[src/rtl/twr_pkg.sv]
package twr_pkg;
  localparam int BYTE_W  = 8;
  localparam int DEV_W   = 7;
  localparam int QTR_MIN = 4;
  localparam int BIT_W   = $clog2(BYTE_W + 1);

  typedef enum logic [3:0] {
    SEG_IDLE,
    SEG_START1,
    SEG_ADDRW,
    SEG_REG,
    SEG_WDATA,
    SEG_START2,
    SEG_ADDRR,
    SEG_RDATA,
    SEG_STOP
  } seg_e;

  function automatic logic is_byte(seg_e s);
    return (s == SEG_ADDRW) || (s == SEG_REG) || (s == SEG_WDATA) ||
           (s == SEG_ADDRR) || (s == SEG_RDATA);
  endfunction

  function automatic seg_e seg_after(seg_e s, logic rd);
    case (s)
      SEG_START1: return SEG_ADDRW;
      SEG_ADDRW:  return SEG_REG;
      SEG_REG:    return rd ? SEG_START2 : SEG_WDATA;
      SEG_WDATA:  return SEG_STOP;
      SEG_START2: return SEG_ADDRR;
      SEG_ADDRR:  return SEG_RDATA;
      SEG_RDATA:  return SEG_STOP;
      default:    return SEG_IDLE;
    endcase
  endfunction
endpackage

[src/rtl/twr_step_timer.sv]
module twr_step_timer
  import twr_pkg::*;
#(
  parameter int DIV_W = 8
) (
  input  logic             clk,
  input  logic             rst_n,
  input  logic             run,
  input  logic [DIV_W-1:0] div,
  output logic             tick
);
  logic [DIV_W-1:0] cnt_q, cnt_d, last_cnt;

  // clamp the step length to the minimum
  always_comb begin
    if (div < DIV_W'(QTR_MIN)) last_cnt = DIV_W'(QTR_MIN - 1);
    else                       last_cnt = div - DIV_W'(1);
    tick  = run && (cnt_q == last_cnt);
    cnt_d = (!run || tick) ? '0 : cnt_q + DIV_W'(1);
  end

  always_ff @(posedge clk or negedge rst_n) begin
    if (!rst_n) cnt_q <= '0;
    else        cnt_q <= cnt_d;
  end
endmodule

[src/rtl/twr_line_encode.sv]
module twr_line_encode
  import twr_pkg::*;
(
  input  seg_e       seg,
  input  logic [1:0] qtr,
  input  logic       tx_bit,
  output logic       scl_rel,
  output logic       sda_rel
);
  always_comb begin
    scl_rel = 1'b1;
    sda_rel = 1'b1;
    case (seg)
      SEG_IDLE: begin
        scl_rel = 1'b1;
        sda_rel = 1'b1;
      end
      SEG_START1, SEG_START2: begin
        case (qtr)
          2'd0:    begin scl_rel = (seg == SEG_START1); sda_rel = 1'b1; end
          2'd1:    begin scl_rel = 1'b1; sda_rel = 1'b1; end
          2'd2:    begin scl_rel = 1'b1; sda_rel = 1'b0; end
          default: begin scl_rel = 1'b0; sda_rel = 1'b0; end
        endcase
      end
      SEG_STOP: begin
        case (qtr)
          2'd0:    begin scl_rel = 1'b0; sda_rel = 1'b0; end
          2'd1:    begin scl_rel = 1'b1; sda_rel = 1'b0; end
          default: begin scl_rel = 1'b1; sda_rel = 1'b1; end
        endcase
      end
      default: begin
        scl_rel = (qtr == 2'd1) || (qtr == 2'd2);
        sda_rel = tx_bit;
      end
    endcase
  end
endmodule

[src/rtl/twr_sequencer.sv]
module twr_sequencer
  import twr_pkg::*;
(
  input  logic              clk,
  input  logic              rst_n,
  input  logic              tick,
  input  logic              cmd_start,
  input  logic              cmd_read,
  input  logic [DEV_W-1:0]  cmd_dev,
  input  logic [BYTE_W-1:0] cmd_reg,
  input  logic [BYTE_W-1:0] cmd_wdata,
  input  logic              sda_in,
  output seg_e              seg,
  output logic [1:0]        qtr,
  output logic              tx_bit,
  output logic              done,
  output logic              nack_err,
  output logic [BYTE_W-1:0] rdata
);
  seg_e              seg_q, seg_d;
  logic [1:0]        qtr_q, qtr_d;
  logic [BIT_W-1:0]  bit_q, bit_d;
  logic              rd_q, rd_d;
  logic [DEV_W-1:0]  dev_q, dev_d;
  logic [BYTE_W-1:0] reg_q, reg_d, wd_q, wd_d, sh_q, sh_d, rdat_q, rdat_d;
  logic [BYTE_W-1:0] tx_byte, tx_shift;
  logic              done_q, done_d, err_q, err_d, abort;

  // byte being sent in the current segment; all ones leaves SDA released
  always_comb begin
    case (seg_q)
      SEG_ADDRW: tx_byte = {dev_q, 1'b0};
      SEG_REG:   tx_byte = reg_q;
      SEG_WDATA: tx_byte = wd_q;
      SEG_ADDRR: tx_byte = {dev_q, 1'b1};
      default:   tx_byte = '1;
    endcase
    tx_shift = tx_byte << bit_q;
    tx_bit   = (bit_q < BIT_W'(BYTE_W)) ? tx_shift[BYTE_W-1] : 1'b1;
  end

  always_comb begin
    seg_d  = seg_q;
    qtr_d  = qtr_q;
    bit_d  = bit_q;
    rd_d   = rd_q;
    dev_d  = dev_q;
    reg_d  = reg_q;
    wd_d   = wd_q;
    sh_d   = sh_q;
    rdat_d = rdat_q;
    err_d  = err_q;
    done_d = 1'b0;
    abort  = 1'b0;
    if (seg_q == SEG_IDLE) begin
      // commands are only taken here
      if (cmd_start) begin
        rd_d  = cmd_read;
        dev_d = cmd_dev;
        reg_d = cmd_reg;
        wd_d  = cmd_wdata;
        err_d = 1'b0;
        seg_d = SEG_START1;
        qtr_d = 2'd0;
        bit_d = '0;
      end
    end else if (tick) begin
      if (is_byte(seg_q) && (qtr_q == 2'd1)) begin
        if (bit_q == BIT_W'(BYTE_W)) begin
          if ((seg_q != SEG_RDATA) && sda_in) abort = 1'b1;
        end else if (seg_q == SEG_RDATA) begin
          sh_d = {sh_q[BYTE_W-2:0], sda_in};
        end
      end
      if (abort) begin
        seg_d  = SEG_IDLE;
        done_d = 1'b1;
        err_d  = 1'b1;
      end else if (qtr_q != 2'd3) begin
        qtr_d = qtr_q + 2'd1;
      end else begin
        qtr_d = 2'd0;
        if (is_byte(seg_q) && (bit_q != BIT_W'(BYTE_W))) begin
          bit_d = bit_q + BIT_W'(1);
        end else begin
          bit_d = '0;
          seg_d = seg_after(seg_q, rd_q);
          if (seg_q == SEG_STOP) begin
            done_d = 1'b1;
            if (rd_q) rdat_d = sh_q;
          end
        end
      end
    end
  end

  always_ff @(posedge clk or negedge rst_n) begin
    if (!rst_n) begin
      seg_q  <= SEG_IDLE;
      qtr_q  <= '0;
      bit_q  <= '0;
      rd_q   <= 1'b0;
      dev_q  <= '0;
      reg_q  <= '0;
      wd_q   <= '0;
      sh_q   <= '0;
      rdat_q <= '0;
      done_q <= 1'b0;
      err_q  <= 1'b0;
    end else begin
      seg_q  <= seg_d;
      qtr_q  <= qtr_d;
      bit_q  <= bit_d;
      rd_q   <= rd_d;
      dev_q  <= dev_d;
      reg_q  <= reg_d;
      wd_q   <= wd_d;
      sh_q   <= sh_d;
      rdat_q <= rdat_d;
      done_q <= done_d;
      err_q  <= err_d;
    end
  end

  assign seg      = seg_q;
  assign qtr      = qtr_q;
  assign done     = done_q;
  assign nack_err = err_q;
  assign rdata    = rdat_q;
endmodule

[src/rtl/twr_reg_master.sv]
module twr_reg_master
  import twr_pkg::*;
#(
  parameter int DIV_W = 8
) (
  input  logic              clk,
  input  logic              rst_n,
  input  logic [DIV_W-1:0]  quarter_div,
  input  logic              cmd_start,
  input  logic              cmd_read,
  input  logic [DEV_W-1:0]  cmd_dev,
  input  logic [BYTE_W-1:0] cmd_reg,
  input  logic [BYTE_W-1:0] cmd_wdata,
  output logic              busy,
  output logic              done,
  output logic              nack_err,
  output logic [BYTE_W-1:0] rdata,
  output logic              scl_oe,
  output logic              sda_oe,
  input  logic              sda_in
);
  seg_e       seg;
  logic [1:0] qtr;
  logic       tx_bit, tick, scl_rel, sda_rel;

  assign busy = (seg != SEG_IDLE);

  twr_step_timer #(.DIV_W(DIV_W)) u_timer (
    .clk  (clk),
    .rst_n(rst_n),
    .run  (busy),
    .div  (quarter_div),
    .tick (tick)
  );

  twr_sequencer u_seq (
    .clk      (clk),
    .rst_n    (rst_n),
    .tick     (tick),
    .cmd_start(cmd_start),
    .cmd_read (cmd_read),
    .cmd_dev  (cmd_dev),
    .cmd_reg  (cmd_reg),
    .cmd_wdata(cmd_wdata),
    .sda_in   (sda_in),
    .seg      (seg),
    .qtr      (qtr),
    .tx_bit   (tx_bit),
    .done     (done),
    .nack_err (nack_err),
    .rdata    (rdata)
  );

  twr_line_encode u_enc (
    .seg    (seg),
    .qtr    (qtr),
    .tx_bit (tx_bit),
    .scl_rel(scl_rel),
    .sda_rel(sda_rel)
  );

  assign scl_oe = ~scl_rel;
  assign sda_oe = ~sda_rel;
endmodule

[config.mk]
export PLATFORM = sky130hd
export DESIGN_NAME = twr_reg_master
export DESIGN_NICKNAME = d
export VERILOG_FILES = /design/src/rtl/twr_pkg.sv /design/src/rtl/twr_step_timer.sv /design/src/rtl/twr_line_encode.sv /design/src/rtl/twr_sequencer.sv /design/src/rtl/twr_reg_master.sv
export SDC_FILE = /design/constraint.sdc
export NUM_CORES = 1
export LEC_CHECK = 0
export ABC_AREA = 1
export BUFFER_PORTS_ARGS = -buffer_cell sky130_fd_sc_hd__buf_4
export CAP_MARGIN = 40
export CORE_ASPECT_RATIO = 0.8
export CORE_MARGIN = 2
export CORE_UTILIZATION = 40
export CTS_BUF_LIST = sky130_fd_sc_hd__clkbuf_4 sky130_fd_sc_hd__clkbuf_8
export DETAILED_ROUTE_END_ITERATION = 10
export GPL_TIMING_DRIVEN = 0
export PLACE_DENSITY = 0.58
export SLEW_MARGIN = 20
export SYNTH_ARGS = -nofsm -noshare
export SYNTH_HDL_FRONTEND = slang
export SYNTH_SLANG_ARGS = --single-unit
[constraint.sdc]
create_clock -name clk -period 2 [get_ports clk]
set_clock_uncertainty 0.2 [all_clocks]
set_input_delay 0.1 -clock clk [delete_from_list [all_inputs] [get_ports clk]]
set_output_delay 0.1 -clock clk [all_outputs]
set_load 0.01 [all_outputs]
# After elaboration in Yosys (flattened, before gate mapping)
# Index checks and enable logic that the tools add are counted.
[totals]
out_inout_bits = 13
input_bits = 36
register_bits = 60
[classes]
magnitude_cmp = 2
shift = 1
muxes = 44
n_bitwise = 7
n_addsub = 4
n_eq_ne = 20
n_reduce_logical = 27
[op_table]
columns = ["operator", "count"]
rows = [
  ["2-to-1 mux 4 bit", 12],
  ["case mux 8 bit (4 select lines)", 1],
  ["case mux 4 bit (6 select lines)", 1],
  ["2-to-1 mux 1 bit", 20],
  ["== test 4 x 3 -> 1 bit (second input constant)", 4],
  ["2-to-1 mux 8 bit", 2],
  ["2-to-1 mux 2 bit", 5],
  ["adder 8 x 1 -> 8 bit (second input constant)", 1],
  ["== test 4 x 2 -> 1 bit (second input constant)", 2],
  ["== test 4 bit (second input constant)", 2],
  ["== test 8 bit", 1],
  ["< comparator 8 x 3 -> 1 bit (second input constant)", 1],
  ["AND reduction 4 bit", 2],
  ["OR reduction 2 bit", 4],
  ["<< shifter 8 x 4 -> 8 bit", 1],
  ["subtractor 8 x 1 -> 8 bit (second input constant)", 1],
  ["NOT 1 bit", 7],
  ["AND reduction 7 bit", 1],
  ["logical OR 1 bit", 6],
  ["!= test 3 x 1 -> 1 bit (second input constant)", 2],
  ["case mux 1 bit (3 select lines)", 2],
  ["AND reduction 3 bit", 2],
  ["AND reduction 5 bit", 1],
  ["adder 4 x 1 -> 4 bit (second input constant)", 1],
  ["other kinds (17)", 23],
]

# Logic depth before layout (Yosys ltp)
[logic_depth]
word_depth = 12
mapped_depth = 14

# By module
# A second synthesis with hierarchy kept.
[hier_totals]
cells_unflattened = 469
hier_area_um2 = 3524.6
[by_module_without_submodules]
columns = ["mod", "cells_per_inst", "instances", "area_each_um2", "seq_area_each_um2"]
rows = [
  ["twr_sequencer", 322, 1, 2615.0, 1301.2],
  ["twr_step_timer", 114, 1, 740.7, 200.2],
  ["twr_line_encode", 28, 1, 150.1, 0.0],
  ["twr_reg_master", 5, 1, 18.8, 0.0],
]

# Worst setup path before layout
# OpenSTA, ideal clock, no wires.
[synth_path]
path_type = "register to register"
from = "register u_seq.bit_q[0]"
to = "register u_seq.sh_q[0]"
path_stages_with_launch = 10
slack_ps = -86
t_arrival_ps = 1767
n_path_buf = 1
period_less_slack_ps = 2086
cell_sequence = "dfrtp_1 -> clkbuf_1 -> inv_1 -> ha_1 -> nand3_1 -> nand2_1 -> nor2_1 -> nand3_1 -> nand2_1 -> nand2_1"
[synth_via]
elab_chain_cells = 3
[synth_lines]
columns = ["element", "line_no", "rtl"]
rows = [
  ["start, declared", "twr_sequencer.sv:22", "logic [BIT_W-1:0] bit_q, bit_d;"],
  ["start signal, assigned", "twr_sequencer.sv:113", "bit_q <= bit_d;"],
  ["== test 4 bit", "twr_sequencer.sv:69", "if (bit_q == BIT_W'(BYTE_W)) begin"],
  ["NOT 1 bit (no line)", "n/a", ""],
  ["AND reduction 5 bit (no line)", "n/a", ""],
  ["end signal, assigned", "twr_sequencer.sv:106", "sh_q <= '0;"],
  ["end signal, assigned", "twr_sequencer.sv:118", "sh_q <= sh_d;"],
  ["end, declared", "twr_sequencer.sv:25", "logic [BYTE_W-1:0] reg_q, reg_d, wd_q, wd_d, sh_q, sh_d, rdat_q, rdat_d;"],
]
# No other way between the ends.
# A chain may end at the register's enable or synchronous reset.

# Worst setup path after layout
[layout_path]
from = "register u_seq.seg_q[3], in the netlist u_seq.seg[3]"
to = "output sda_oe"
[layout_via]
elab_chain_cells = 6
[layout_lines]
columns = ["element", "line_no", "rtl"]
rows = [
  ["start, declared", "twr_sequencer.sv:20", "seg_e seg_q, seg_d;"],
  ["start signal, assigned", "twr_sequencer.sv:111", "seg_q <= seg_d;"],
  ["== test 4 x 3 -> 1 bit or == test 4 x 2 -> 1 bit (tied branches)", "twr_sequencer.sv:31", "case (seg_q)"],
  ["case mux 8 bit (4 select lines)", "twr_sequencer.sv:31", ""],
  ["<< shifter 8 x 4 -> 8 bit", "twr_sequencer.sv:38", "tx_shift = tx_byte << bit_q;"],
  ["2-to-1 mux 1 bit", "twr_sequencer.sv:39", "tx_bit = (bit_q < BIT_W'(BYTE_W)) ? tx_shift[BYTE_W-1] : 1'b1;"],
  ["case mux 1 bit (3 select lines) (*)", "twr_line_encode.sv:13", "case (seg)"],
  ["NOT 1 bit (*)", "twr_reg_master.sv:63", "assign sda_oe = ~sda_rel;"],
  ["end, declared", "twr_reg_master.sv:19", "output logic sda_oe,"],
]
# Mark *: on every way between the ends. The rest lies on a longest branch, timed or not.

==> flow_metrics.py <==
metrics = {
    "route": {
        "detail_route.wirelength_um": 8800,
        "first_iter_violations": 142,
        "remaining_drc_errors": 0,
        "routed-via-count": 3317,
        "route.detailed.wl_per_inst_um": 12.8,
        "via_count_normalized_by_instance_count": 4.81,
        "firstDrtPassIters": 4,
        "antenna_left": 0,
    },
    "flow_run": {
        "maximum_capacitance_violations": 0,
    },
    "critical_path": {
        "worst-r2r-cell-count": 11,
        "slowest_stage": "sky130_fd_sc_hd__dfrtp_1",
        "cp_slowest_stage_delay_ns": 0.37,
        "worstSetupEndpointType": "output pin",
        "worstPathRequired_ns": 1.70,
        "criticalPathCategory": "reg2out",
        "cpLargestDelayFamily": "simple AND/OR/NAND/NOR gates",
        "critical_path.cell_chain": "buf_6, nor2_4, nand2_2, nor2_4, buf_6, nand2_1, nand3_1, nand3_1, nand3_1, nand2_1, nand3_2, nand2_2, buf_6",
        "critical_path_depth": 13,
        "path_max_fanout": 5,
        "timing.critical_path.from_type": "flop",
        "cp_data_arrival_time_ns": 1.87,
        "critical_path_buf_inv_count": 3,
    },
    "timing": {
        "timing.slew.headroom": 0.770,
        "max_freq_ghz": 0.460,
        "period_needed_ns": 2.17,
        "hold_viol": 0,
        "final_max_slew_viol_count": 0,
        "timing.final.setup_violations": 11,
        "finalSetupTns_ns": -0.514,
        "setup_ws_ns": -0.172,
        "timing.final.crit_share": 1.09,
        "grt_setup_unrepaired": "yes",
        "worst_tran_pin_value_ns": 0.342,
    },
    "floorplanning": {
        "coreArea_um2": 8370,
        "fp.dieW_um": 107,
        "core.rowCount": 30,
        "initial_utilization": 0.406,
        "die_h_um": 86.4,
        "number_of_top_level_pins": 49,
        "design.die.area_um2": 9250,
    },
    "logic_synthesis": {
        "postSynth.asyncResetShare": 1.00,
        "avgSynthCellArea_um2": 7.23,
        "ys_ff_latch": 60,
        "ys_dominant_reg_cell": "sky130_fd_sc_hd__dfrtp_1",
        "synth-edff-count": 0,
        "syn-instance-count": 470,
        "synth_area_um2": 3400,
        "yosysSeqAreaShare": 0.442,
        "yosysWarningCount": 0,
        "synth_cell_type_count": 31,
        "postSynthNetCount": 513,
    },
    "placement": {
        "numPortBuffers": 48,
        "place_congestion": 0.869,
        "placedCellCount": 631,
        "dp_hpwl_um": 5930,
    },
    "power": {
        "leakage_uw": 0.00242,
        "power-per-cell-area_nw_per_um2": 1110,
        "vdd_ir_drop_max_v": 0.000532,
        "power.total_uw": 5260,
    },
    "layout": {
        "finalNonFillerCells": 690,
        "layout-area-overhead-vs-synth_pct": 39.8,
        "num_antenna_cells": 0,
        "post_route_cells_drive_above_1_share": 0.263,
        "post-route-util": 0.567,
        "num-nets-final": 616,
    },
    "outcome": {
        "outcome": "finished with violations",
        "failing_checks": "setup timing",
    },
    "grt": {
        "first_global_vias": 3163,
        "antenna_found_initial": 0,
        "globalRouteOverflowTotal": 0,
        "grt_start_max_net_pins": 61,
        "first_pass_grt_wire_length_um": 14700,
        "track_usage": 0.201,
    },
    "cts": {
        "clkTransAtPathRegs_ns": 0.07,
        "cts_buffers": 9,
        "clock_tree_from_tritoncts": "built",
        "cts.root.buffer_cell": "sky130_fd_sc_hd__clkbuf_8",
        "cts.sinks": 60,
        "cts_max_path_buffers": 2,
        "worst_skew_pair.late_latency_ns": 0.35,
        "cts_htree_levels": 3,
    },
    "worst_hold_path": {
        "worstHoldPathCells": 5,
        "hp_class": "in2reg",
    },
}
-- cell usage in the layout, fill, tap and decap left out, types with 9 or more instances in the layout --
cell                            count
sky130_fd_sc_hd__dfrtp_1           58
sky130_fd_sc_hd__buf_4             64
sky130_fd_sc_hd__nand3_2           10
sky130_fd_sc_hd__nand3_1           47
sky130_fd_sc_hd__nor2_4            10
sky130_fd_sc_hd__dlygate4sd3_1     27
sky130_fd_sc_hd__nand4_1           15
sky130_fd_sc_hd__clkbuf_8          10
sky130_fd_sc_hd__a21oi_1           12
sky130_fd_sc_hd__nand2_2            9
sky130_fd_sc_hd__nor2_1            21
sky130_fd_sc_hd__inv_1             33
sky130_fd_sc_hd__nand2_1          183
-- what timing repair did --
action / CTS / global route
setup endpoints to repair: 47 / 50
resized for setup: 54 / 20
setup buffers: 14 / 3
cloned: 0 / 0
pin swaps: 25 / 10
hold endpoints to repair: 85 / 2
hold buffers: 26 / 1
-- cells in the mapped netlist (all sizes together), types with 2 or more instances --
cell / number / area, um^2
a21oi: 12 / 60.1
clkbuf: 6 / 22.5
inv: 44 / 165
nor3b: 3 / 22.5
dfrtp: 60 / 1500
xor2: 4 / 35.0
ha: 7 / 87.6
nor4: 2 / 18.8
nand4: 15 / 93.8
nor3: 4 / 20.0
buf: 6 / 51.3
nor2: 39 / 185
o21ai: 12 / 60.1
nand2: 193 / 727
nand3: 58 / 310
-- through the flow --
| step | setup slack, ns | cell area (um^2) | hold WS (ns) |
|---|---|---|---|
| after global placement | -0.352 | 3900 | 0.0197 |
| after detailed placement | -0.296 | 3910 | 0.0222 |
| after global routing | -0.370 | 4750 | 0.0890 |
| after CTS | -0.184 | 4620 | 0.0348 |
| final | -0.172 | 4750 | 0.0618 |
| after floorplan | 0.0346 | 3400 | -0.396 |
-- state kept, by name, indices dropped and copies added (netlist names) --
register	flops
u_seq.qtr	2
u_seq.nack_err	1
u_seq.reg_q	8
u_seq.dev_q	7
u_seq.rd_q	1
u_timer.cnt_q	8
u_seq.bit_q	4
u_seq.rdata	8
u_seq.sh_q	8
u_seq.seg	4
u_seq.wd_q	8
u_seq.done	1
-- routing by layer --
layer,share of wire,wire [um],global-route usage,up-vias
met5,0,0,0,-
met1,0.48,4240,0.270,1531
li1,-,-,-,1713
met3,0.044,384,0.0504,8
met2,0.47,4100,0.329,65
met4,0.0092,81,0.0496,0
-- worst min-delay path: stages --
cell and delay (ns):
sky130_fd_sc_hd__buf_4 0.08, sky130_fd_sc_hd__inv_1 0.09, sky130_fd_sc_hd__nand2_1 0.14, sky130_fd_sc_hd__nand4_1 0.10, sky130_fd_sc_hd__nand2_1 0.06
-- area by class of cell --
cell class / count / area (um^2)
buffer: 10 / 91.3
clock buffer: 9 / 124
clock inverter: 7 / 76.3
fill: 790 / 3620
inverter: 44 / 175
multi-input combinational: 354 / 1840
sequential: 60 / 1500
tap: 112 / 140
timing repair buffer: 94 / 802
-- report_power, final --
group / internal (uW) / total, uW / switching [uW]
clock network: 581 / 1110 / 534
logic: 949 / 2390 / 1450
registers: 1530 / 1750 / 224
total: 3060 / 5260 / 2200
-- cells by family (layout without fill, tap and decap cells) --
family                     after synthesis  after routing  share of synthesized area
adders and majority gates                7              7                     0.0258
AOI/OAI and AO/OA                       28             28                     0.0442
buffers and inverters                   56            164                     0.0703
xor gates and xnor gates                 4              4                     0.0103
and+or+nand+nor                        315            315                      0.407
DFF                                     60             60                      0.442
-- worst paths after layout --
kind / to / from / slack [ns]
hold reg to reg: u_seq.rdata[5] / u_seq.rdata[5] / 0.27
hold / removal: u_seq.qtr[0] / cmd_start / 0.06
min in group asynchronous: u_timer.cnt_q[6] / rst_n / 0.44
max in group asynchronous: u_seq.bit_q[1] / rst_n / 0.67
setup reg to reg: u_seq.bit_q[1] / u_seq.seg[1] / -0.07
setup / recovery: sda_oe / u_seq.seg[3] / -0.17
No activity file was read; power rests on OpenSTA's default activity.
